File: src/rtl/sync_pkg.sv
package sync_pkg;
  localparam int unsigned ADDR_CFG = 0;
  localparam int unsigned ADDR_LEN = 1;
  localparam int unsigned ADDR_CH0 = 2;

  function automatic int unsigned start_addr(int unsigned ch);
    return ADDR_CH0 + 2 * ch;
  endfunction

  function automatic int unsigned period_addr(int unsigned ch);
    return ADDR_CH0 + 2 * ch + 1;
  endfunction
endpackage

File: src/rtl/sync_regs.sv
module sync_regs #(
  parameter int unsigned N_CH   = 2,
  parameter int unsigned TIME_W = 32,
  parameter int unsigned LEN_W  = 16,
  parameter int unsigned ADDR_W = 3
) (
  input  logic              clk_i,
  input  logic              rst_ni,
  input  logic              wr_en_i,
  input  logic [ADDR_W-1:0] wr_addr_i,
  input  logic [TIME_W-1:0] wr_data_i,
  output logic [N_CH-1:0]   pin_en_o,
  output logic [N_CH-1:0]   irq_en_o,
  output logic [N_CH-1:0]   pwr_en_o,
  output logic [LEN_W-1:0]  len_o,
  output logic [N_CH-1:0]   wr_start_o,
  output logic [N_CH-1:0]   wr_period_o
);
  import sync_pkg::*;
  localparam int unsigned CFG_W = 3 * N_CH;

  logic [CFG_W-1:0] cfg_q;
  logic [LEN_W-1:0] len_q;

  always_ff @(posedge clk_i or negedge rst_ni) begin
    if (!rst_ni) begin
      cfg_q <= '0;
      len_q <= '0;
    end else if (wr_en_i) begin
      if (wr_addr_i == ADDR_W'(ADDR_CFG)) cfg_q <= wr_data_i[CFG_W-1:0];
      if (wr_addr_i == ADDR_W'(ADDR_LEN)) len_q <= wr_data_i[LEN_W-1:0];
    end
  end

  for (genvar c = 0; c < N_CH; c++) begin : g_dec
    assign wr_start_o[c]  = wr_en_i && (wr_addr_i == ADDR_W'(start_addr(c)));
    assign wr_period_o[c] = wr_en_i && (wr_addr_i == ADDR_W'(period_addr(c)));
  end

  assign pin_en_o = cfg_q[N_CH-1:0];
  assign irq_en_o = cfg_q[2*N_CH-1:N_CH];
  assign pwr_en_o = cfg_q[3*N_CH-1:2*N_CH];
  assign len_o    = len_q;
endmodule

File: src/rtl/sync_channel.sv
module sync_channel #(
  parameter int unsigned TIME_W = 32,
  parameter int unsigned LEN_W  = 16
) (
  input  logic              clk_i,
  input  logic              rst_ni,
  input  logic [TIME_W-1:0] sys_time_i,
  input  logic              pwr_en_i,
  input  logic [LEN_W-1:0]  len_i,
  input  logic              wr_start_i,
  input  logic              wr_period_i,
  input  logic [TIME_W-1:0] wr_data_i,
  input  logic              ack_i,
  output logic              fire_o,
  output logic              lvl_o,
  output logic              evt_o,
  output logic              status_o
);
  logic [TIME_W-1:0] start_q, period_q;
  logic              armed_q, lvl_q, evt_q, status_q;
  logic [LEN_W-1:0]  cnt_q;
  logic              ack_mode;

  assign ack_mode = (len_i == '0);
  assign fire_o   = pwr_en_i && armed_q && (sys_time_i >= start_q);

  always_ff @(posedge clk_i or negedge rst_ni) begin
    if (!rst_ni) begin
      start_q  <= '0;
      period_q <= '0;
      armed_q  <= 1'b0;
    end else begin
      if (wr_period_i) period_q <= wr_data_i;
      if (wr_start_i) begin
        start_q <= wr_data_i;
        armed_q <= 1'b1;
      end else if (fire_o) begin
        if (period_q == '0) armed_q <= 1'b0;
        else                start_q <= start_q + period_q;
      end
    end
  end

  always_ff @(posedge clk_i or negedge rst_ni) begin
    if (!rst_ni) begin
      lvl_q <= 1'b0;
      cnt_q <= '0;
      evt_q <= 1'b0;
    end else if (!pwr_en_i) begin
      lvl_q <= 1'b0;
      cnt_q <= '0;
      evt_q <= 1'b0;
    end else if (fire_o) begin
      lvl_q <= 1'b1;
      cnt_q <= len_i - 1'b1;
      evt_q <= 1'b1;
    end else begin
      evt_q <= 1'b0;
      if (lvl_q) begin
        if (ack_mode) begin
          if (ack_i) lvl_q <= 1'b0;
        end else if (cnt_q == '0) begin
          lvl_q <= 1'b0;
        end else begin
          cnt_q <= cnt_q - 1'b1;
        end
      end
    end
  end

  // set wins over read-clear
  always_ff @(posedge clk_i or negedge rst_ni) begin
    if (!rst_ni)     status_q <= 1'b0;
    else if (fire_o) status_q <= 1'b1;
    else if (ack_i)  status_q <= 1'b0;
  end

  assign lvl_o    = lvl_q;
  assign evt_o    = evt_q;
  assign status_o = status_q;
endmodule

File: src/rtl/sync_pulse_gen.sv
module sync_pulse_gen #(
  parameter int unsigned N_CH   = 2,
  parameter int unsigned TIME_W = 32,
  parameter int unsigned LEN_W  = 16,
  localparam int unsigned ADDR_W = $clog2(2 + 2 * N_CH)
) (
  input  logic              clk_i,
  input  logic              rst_ni,
  input  logic [TIME_W-1:0] sys_time_i,
  input  logic              cfg_loaded_i,
  input  logic              wr_en_i,
  input  logic [ADDR_W-1:0] wr_addr_i,
  input  logic [TIME_W-1:0] wr_data_i,
  input  logic [N_CH-1:0]   stat_rd_i,
  output logic [N_CH-1:0]   sync_o,
  output logic [N_CH-1:0]   sync_oe_o,
  output logic [N_CH-1:0]   evt_o,
  output logic [N_CH-1:0]   status_o,
  output logic [N_CH-1:0]   evt_req_o,
  output logic              irq_o
);
  logic [N_CH-1:0]  pin_en, irq_en, pwr_en, wr_start, wr_period;
  logic [N_CH-1:0]  fire, lvl;
  logic [LEN_W-1:0] len_q;

  sync_regs #(
    .N_CH(N_CH), .TIME_W(TIME_W), .LEN_W(LEN_W), .ADDR_W(ADDR_W)
  ) u_regs (
    .clk_i      (clk_i),
    .rst_ni     (rst_ni),
    .wr_en_i    (wr_en_i),
    .wr_addr_i  (wr_addr_i),
    .wr_data_i  (wr_data_i),
    .pin_en_o   (pin_en),
    .irq_en_o   (irq_en),
    .pwr_en_o   (pwr_en),
    .len_o      (len_q),
    .wr_start_o (wr_start),
    .wr_period_o(wr_period)
  );

  for (genvar c = 0; c < N_CH; c++) begin : g_ch
    sync_channel #(.TIME_W(TIME_W), .LEN_W(LEN_W)) u_ch (
      .clk_i      (clk_i),
      .rst_ni     (rst_ni),
      .sys_time_i (sys_time_i),
      .pwr_en_i   (pwr_en[c]),
      .len_i      (len_q),
      .wr_start_i (wr_start[c]),
      .wr_period_i(wr_period[c]),
      .wr_data_i  (wr_data_i),
      .ack_i      (stat_rd_i[c]),
      .fire_o     (fire[c]),
      .lvl_o      (lvl[c]),
      .evt_o      (evt_o[c]),
      .status_o   (status_o[c])
    );
  end

  assign sync_oe_o = pin_en & {N_CH{cfg_loaded_i}};
  assign sync_o    = lvl & sync_oe_o;
  assign evt_req_o = status_o & irq_en;
  assign irq_o     = |evt_req_o;
endmodule

File: config.mk
export PLATFORM = sky130hd
export DESIGN_NAME = sync_pulse_gen
export DESIGN_NICKNAME = d
export VERILOG_FILES = /design/src/rtl/sync_pkg.sv /design/src/rtl/sync_regs.sv /design/src/rtl/sync_channel.sv /design/src/rtl/sync_pulse_gen.sv
export SDC_FILE = /design/constraint.sdc
export NUM_CORES = 1
export LEC_CHECK = 0
export BUFFER_PORTS_ARGS = -buffer_cell sky130_fd_sc_hd__buf_2
export CAP_MARGIN = 20
export CORE_MARGIN = 2
export CORE_UTILIZATION = 50
export CTS_CLUSTER_SIZE = 24
export DETAILED_ROUTE_END_ITERATION = 10
export GPL_TIMING_DRIVEN = 0
export PLACE_DENSITY = 0.76
export SYNTH_ARGS = -nofsm -noshare
export SYNTH_HDL_FRONTEND = slang
export SYNTH_HIERARCHICAL = 1
export SYNTH_SLANG_ARGS = --single-unit
File: constraint.sdc
create_clock -name clk_i -period 5.9 [get_ports clk_i]
set_input_delay 0.59 -clock clk_i [delete_from_list [all_inputs] [get_ports clk_i]]
set_output_delay 0.59 -clock clk_i [all_outputs]
set_load 0.03 [all_outputs]
# Word level (Yosys, flattened, before mapping)

Cells that the tools add are included.

Register bits: 190
Bits of input ports: 73
Logic and storage cells: 110

Add/subtract/negate cells: 5
$lt $le $gt $ge: 2
Equal/unequal tests: 13
Multiplexer cells: 42
Bitwise operators: 3
Reductions and logical operators: 29

Operators with widths:

| kind                                                   | count |
|---|---|
| 2-to-1 mux 32 bit                                      | 6 |
| 2-to-1 mux 16 bit                                      | 10 |
| adder 32 bit                                           | 2 |
| >= comparator 32 bit                                   | 2 |
| zero test 32 bit                                       | 2 |
| zero test 16 bit                                       | 3 |
| subtractor 16 x 1 -> 16 bit (second input constant)    | 3 |
| 2-to-1 mux 1 bit                                       | 26 |
| inequality test 3 x 2 -> 1 bit (second input constant) | 4 |
| AND reduction 2 bit                                    | 6 |
| nonzero test 2 bit                                     | 6 |
| logical AND 1 bit                                      | 8 |
| bitwise AND 2 bit                                      | 3 |
| == test 3 x 2 -> 1 bit (second input constant)         | 2 |
| == test 3 bit (second input constant)                  | 2 |
| inequality test 3 x 1 -> 1 bit (second input constant) | 2 |
| AND reduction 3 bit                                    | 2 |
| inequality test 2 x 1 -> 1 bit (second input constant) | 2 |
| == test 3 x 1 -> 1 bit (second input constant)         | 1 |
| zero test 3 bit                                        | 1 |
| OR reduction 2 bit                                     | 1 |

# Logic depth before layout (Yosys ltp)

Depth after elaboration: 6
Gate-level depth with buffers: 18
Depth with buffers taken out: 16

# Modules after synthesis

Netlist, hierarchy kept.

Modules (own cells, without submodules):

| module                      | times used | cells an instance | area an instance (µm²) | sequential area each (µm²) |
|---|---|---|---|---|
| sync_channel (g_ch[1].u_ch) | 1          | 701               | 6424.9                 | 2102.0 |
| sync_channel (g_ch[0].u_ch) | 1          | 704               | 6394.9                 | 2102.0 |
| sync_regs                   | 1          | 53                | 935.9                  | 550.5 |
| sync_pulse_gen              | 1          | 7                 | 47.5                   | 0.0 |

# Worst setup path before layout

Ideal clock, no wire load.

Kind: input to register
Start: input port sys_time_i[0]
End: register g_ch[0].u_ch.cnt_q[12]
Library setup time: 0.094 ns
Arrival time: 3.781 ns
Setup slack: 2.025 ns
Stages: 18
Path buffers: 2
Cell sequence: inv_1 > ha_1 > nand2b_1 > a2111oi_0 > o311ai_0 > a221oi_1 > o21ai_1 > a32o_1 > clkbuf_1 > clkbuf_1 > mux2i_1 > ha_1 > nand2_1 > nor2_1 > nand3_1 > nor3_1 > xnor2_1 > a211oi_1

Longest elaborated chain between the ends: 4

Ends and longest elaborated chain:

| what                                                                   | RTL line            | text |
|---|---|---|
| from (decl)                                                            | sync_pulse_gen.sv:9 | `input logic [TIME_W-1:0] sys_time_i,` |
| >= comparator 32 bit *                                                 | sync_channel.sv:25  | `assign fire_o = pwr_en_i && armed_q && (sys_time_i >= start_q);` |
| logical AND 1 bit *                                                    | sync_channel.sv:25  |  |
| inequality test 3 x 1 -> 1 bit (no line), or another cell as far along | -                   |  |
| AND reduction 3 bit (no line) or 2-to-1 mux 16 bit (tied branches)     | -                   |  |
| to (signal assigned)                                                   | sync_channel.sv:55  | `cnt_q <= len_i - 1'b1;` |
| to (signal assigned)                                                   | sync_channel.sv:65  | `cnt_q <= cnt_q - 1'b1;` |
| to (decl)                                                              | sync_channel.sv:21  | `logic [LEN_W-1:0] cnt_q;` |

Every way passes the cells marked *; elsewhere a longest branch is shown, timed or not.
A chain may end at the register's enable or synchronous reset.

# Worst setup path in the final report

Start: register g_ch[0].u_ch.start_q[6]
End: register g_ch[0].u_ch.cnt_q[12]

Longest elaborated chain between the ends: 4

Ends and longest elaborated chain:

| what                                                                   | RTL line           | text |
|---|---|---|
| from (decl)                                                            | sync_channel.sv:19 | `logic [TIME_W-1:0] start_q, period_q;` |
| from (signal assigned)                                                 | sync_channel.sv:35 | `start_q <= wr_data_i;` |
| from (signal assigned)                                                 | sync_channel.sv:39 | `else start_q <= start_q + period_q;` |
| >= comparator 32 bit *                                                 | sync_channel.sv:25 |  |
| logical AND 1 bit *                                                    | sync_channel.sv:25 |  |
| inequality test 3 x 1 -> 1 bit (no line), or another cell as far along | -                  |  |
| AND reduction 3 bit (no line) or 2-to-1 mux 16 bit (tied branches)     | -                  |  |

Marks and branches as above.

==> results.md <==
- Sequential fraction of the synthesis area: 34.45%
- Post-synthesis adder-cell area fraction: 11.89%
- Die ar.: 28950 um2
- Reg clk slew, reported paths: 0.08 ns
- Setup bufs post-CTS: 0
- IO Port Bufs: 83
- Yosys top cell by area: dfrtp_1
- Num ports: 84
- Die height: 170.2 um
- Reg2Reg Depth: 18
- DR WL/cell: 21.17 um
- Critical Path End Type: flop
- Final hold vios: 0
- Worst-case clock buffer depth: 2
- Fmax: 0.1921 GHz
- Total gr overflow: 0
- GRT Total Usage: 28.68%
- Synth Area in Simple Gates: 15.80%
- Slowest-stage cell, CP: o311ai_0
- Worst Max-Slew Pin Slew: 0.9481 ns
- Critical path class: reg -> reg
- Yosys warnings: 6
- Worst hold path type: in -> async
- Hold slack: 0.1029 ns
- Final non-filler cell total: 1923
- CTS buffer count: 17
- Xor and xnor area share after synthesis: 5.393%
- Worst slew margin: 35.99%
- Routed vias/inst: 6.225
- Drt drc: 0
- RSZ-0062 raised after global routing: false
- Post-synth EDFFs: 0
- Post-Syn Instances: 1465
- Starting DRT DRC Count: 1007
- Reg-to-Reg End: g_ch[0].u_ch/cnt_q[12]
- M3 GR Usage: 5.953%
- Mux share of post-synthesis cell area: 9.463%
- CTS Hold Bufs: 0
- Clock Skews: 0.01628 ns
- Final min period: 5.205 ns
- Die width: 170.2 um
- FP Rows: 60
- WP buf/inv: 3
- Syn Area/Cell: 9.422 um2
- Commonest non-fill, non-tap cell in the layout: dfrtp_1
- Core area: 27030 um2
- Seq cells post-synth: 190
- Slew Limit Fails: 0
- Mapped Area: 13800 um2
- PwrDens: 523.3 nW/um2
- Status: finished clean
- Most area-consuming cells after synthesis: dfrtp_1 (34%), ha_1 (12%), mux2_2 (6.2%), a21oi_1 (3.6%), xnor2_1 (3.0%)
- First-pass GRT wire length: 63580 um
- Htree depth: 4
- Initial antenna violation count: 2
- Startpoint types: flop
- Starting Density: 51.07%
- Number of global-route vias before repair: 11690
- Ys async rst share: 100.0%
- Design Power: 8.004 mW
- Largest net degree at the start of global routing: 120
- Layout fillers: 2379
- Critical Path Max Stage Delay: 0.65 ns
- CP delay by family, top: compound AO/OA/AOI/OAI gates
- MaxCap Viol Count: 0
- Post-route ant nets: 0
- Reg-to-Reg Start: g_ch[0].u_ch/start_q[6]
- CP Max Fanout: 10
- Most frequent cells in the layout: dfrtp_1 (190), ha_1 (128), nand2_1 (106)
- Layer with the highest usage: met2
- Top FF cell, synth: dfrtp_1
- Syn Nets: 1668
- Distinct cells, synth: 85
- M2 GR Usage: 44.77%
- Top-area cell type share of the netlist area: 34.45%
- Routability cong.: 0.9350
- CTS tree: yes
- Worst EP arrival: 5.56 ns
- Worst VDD drop: 237.4 uV
- 1st-pass router iterations: 6
- Largest family of logic cells by synthesized area: compound AO/OA/AOI/OAI gates
- Leakage: 7.286 nW
- P&R area growth vs syn: 10.82%
- Root Buffer: clkbuf_16
- Setup TNS Final: 0 ns
- Synth Area in Compound Gates: 18.71%
- Clk_lat worst skew: 0.45 ns
- Worst path cell trace: inv_1 > ha_1 > and4_1 > o21ai_0 > o311ai_0 > a221oi_1 > o21ai_1 > a32o_1 > clkbuf_1 > clkbuf_1 > mux2i_1 > ha_1 > nand2_1 > nor2_1 > nand3_1 > nor3_1 > xnor2_1 > a211oi_1
- Vias: 11970
- Final setup vio count: 0
- Net count, final: 1771
- Clock sinks: 190
- Final WL: 40720 um
- Fin crit share: 88.21%
- R2r setup slk: 0.70 ns
- GRT met1 Usage: 37.91%
- Final HPWL DP: 30990 um
- Placed insts: 1890
- Fraction of layout cells with a size suffix above 1: 14.99%
- Required time of the critical path: 6.25 ns
- Post_cts resized: 0
cells by family after synthesis:
kind of cell / Yosys count
AO/OA/AOI/OAI: 384
XOR/XNOR: 85
adder cells (fa/ha/maj): 130
buffers and inverters: 149
flip-flops: 190
multiplexers: 116
AND/OR/NAND/NOR: 411
per-stage QoR:
step | util, % | cell area [um2] | setup slack, ns
floorplan | - | 13800 | 2.025
global placement | 54.19 | 14650 | 0.6769
detailed placement | 54.33 | 14680 | 0.5538
CTS | 56.59 | 15290 | 0.8435
global route | 56.59 | 15290 | 0.3532
finish | 56.60 | 15300 | 0.6955
cell type report:
class	count	area, um2	share of cell area (%)
timing repair buffer	84	452.9	2.961
sequential	190	4755	31.08
clock buffer	17	425.4	2.781
buffer	55	240.2	1.570
tap	341	426.7	2.789
clock inverter	15	186.4	1.219
multi-input combinational	1126	8456	55.28
inverter	94	352.8	2.307
antenna	1	2.502	0.01636
layer usage:
layer  vias up  part of all wire, %
li1       5597                    -
met1      5789                   43
met2       476                   44
met3       106                  7.8
met4         2                  5.1
met5         -                0.027
power breakdown:
group | internal, mW | switching (mW) | total [mW] | leakage (nW)
combinational | 1.99 | 2.60 | 4.59 | 4.68
clock | 0.577 | 0.618 | 1.20 | 0.295
sequential | 1.75 | 0.464 | 2.21 | 2.31
Yosys cell counts, types with 17 or more instances:
cell and count:
dfrtp_1 190, ha_1 128, nand2_1 106, a21oi_1 98, nor2_1 96, inv_1 93, mux2_2 76, o21ai_0 69
a21o_1 47, clkbuf_1 47, xnor2_1 47, a211oi_1 42, xor2_1 38, nor3_1 36, mux2i_1 30, nor4_1 25
nand3_1 22, nand4_1 19, o211a_1 17
sequential cells by signal, indices dropped and copies added (netlist names):
signal / flops
g_ch.u_ch/armed_q: 2
g_ch.u_ch/cnt_q: 32
g_ch.u_ch/evt_o: 2
g_ch.u_ch/lvl_o: 2
g_ch.u_ch/period_q: 64
g_ch.u_ch/start_q: 64
g_ch.u_ch/status_o: 2
u_regs/cfg_q: 6
u_regs/len_o: 16
worst max path at each step:
stage	start	slack, ns	end	cells past startpoint
floorplan	sys_time_i[0]	2.03	g_ch[0].u_ch/cnt_q[12]	18
global placement	sys_time_i[6]	0.68	g_ch[0].u_ch/cnt_q[12]	18
detailed placement	sys_time_i[6]	0.55	g_ch[0].u_ch/cnt_q[12]	18
CTS	g_ch[0].u_ch/start_q[6]	0.84	g_ch[0].u_ch/cnt_q[12]	18
global route	g_ch[0].u_ch/start_q[6]	0.35	g_ch[0].u_ch/cnt_q[12]	18
finish	g_ch[0].u_ch/start_q[6]	0.70	g_ch[0].u_ch/cnt_q[12]	18
Power figures use the tool's default switching activity.
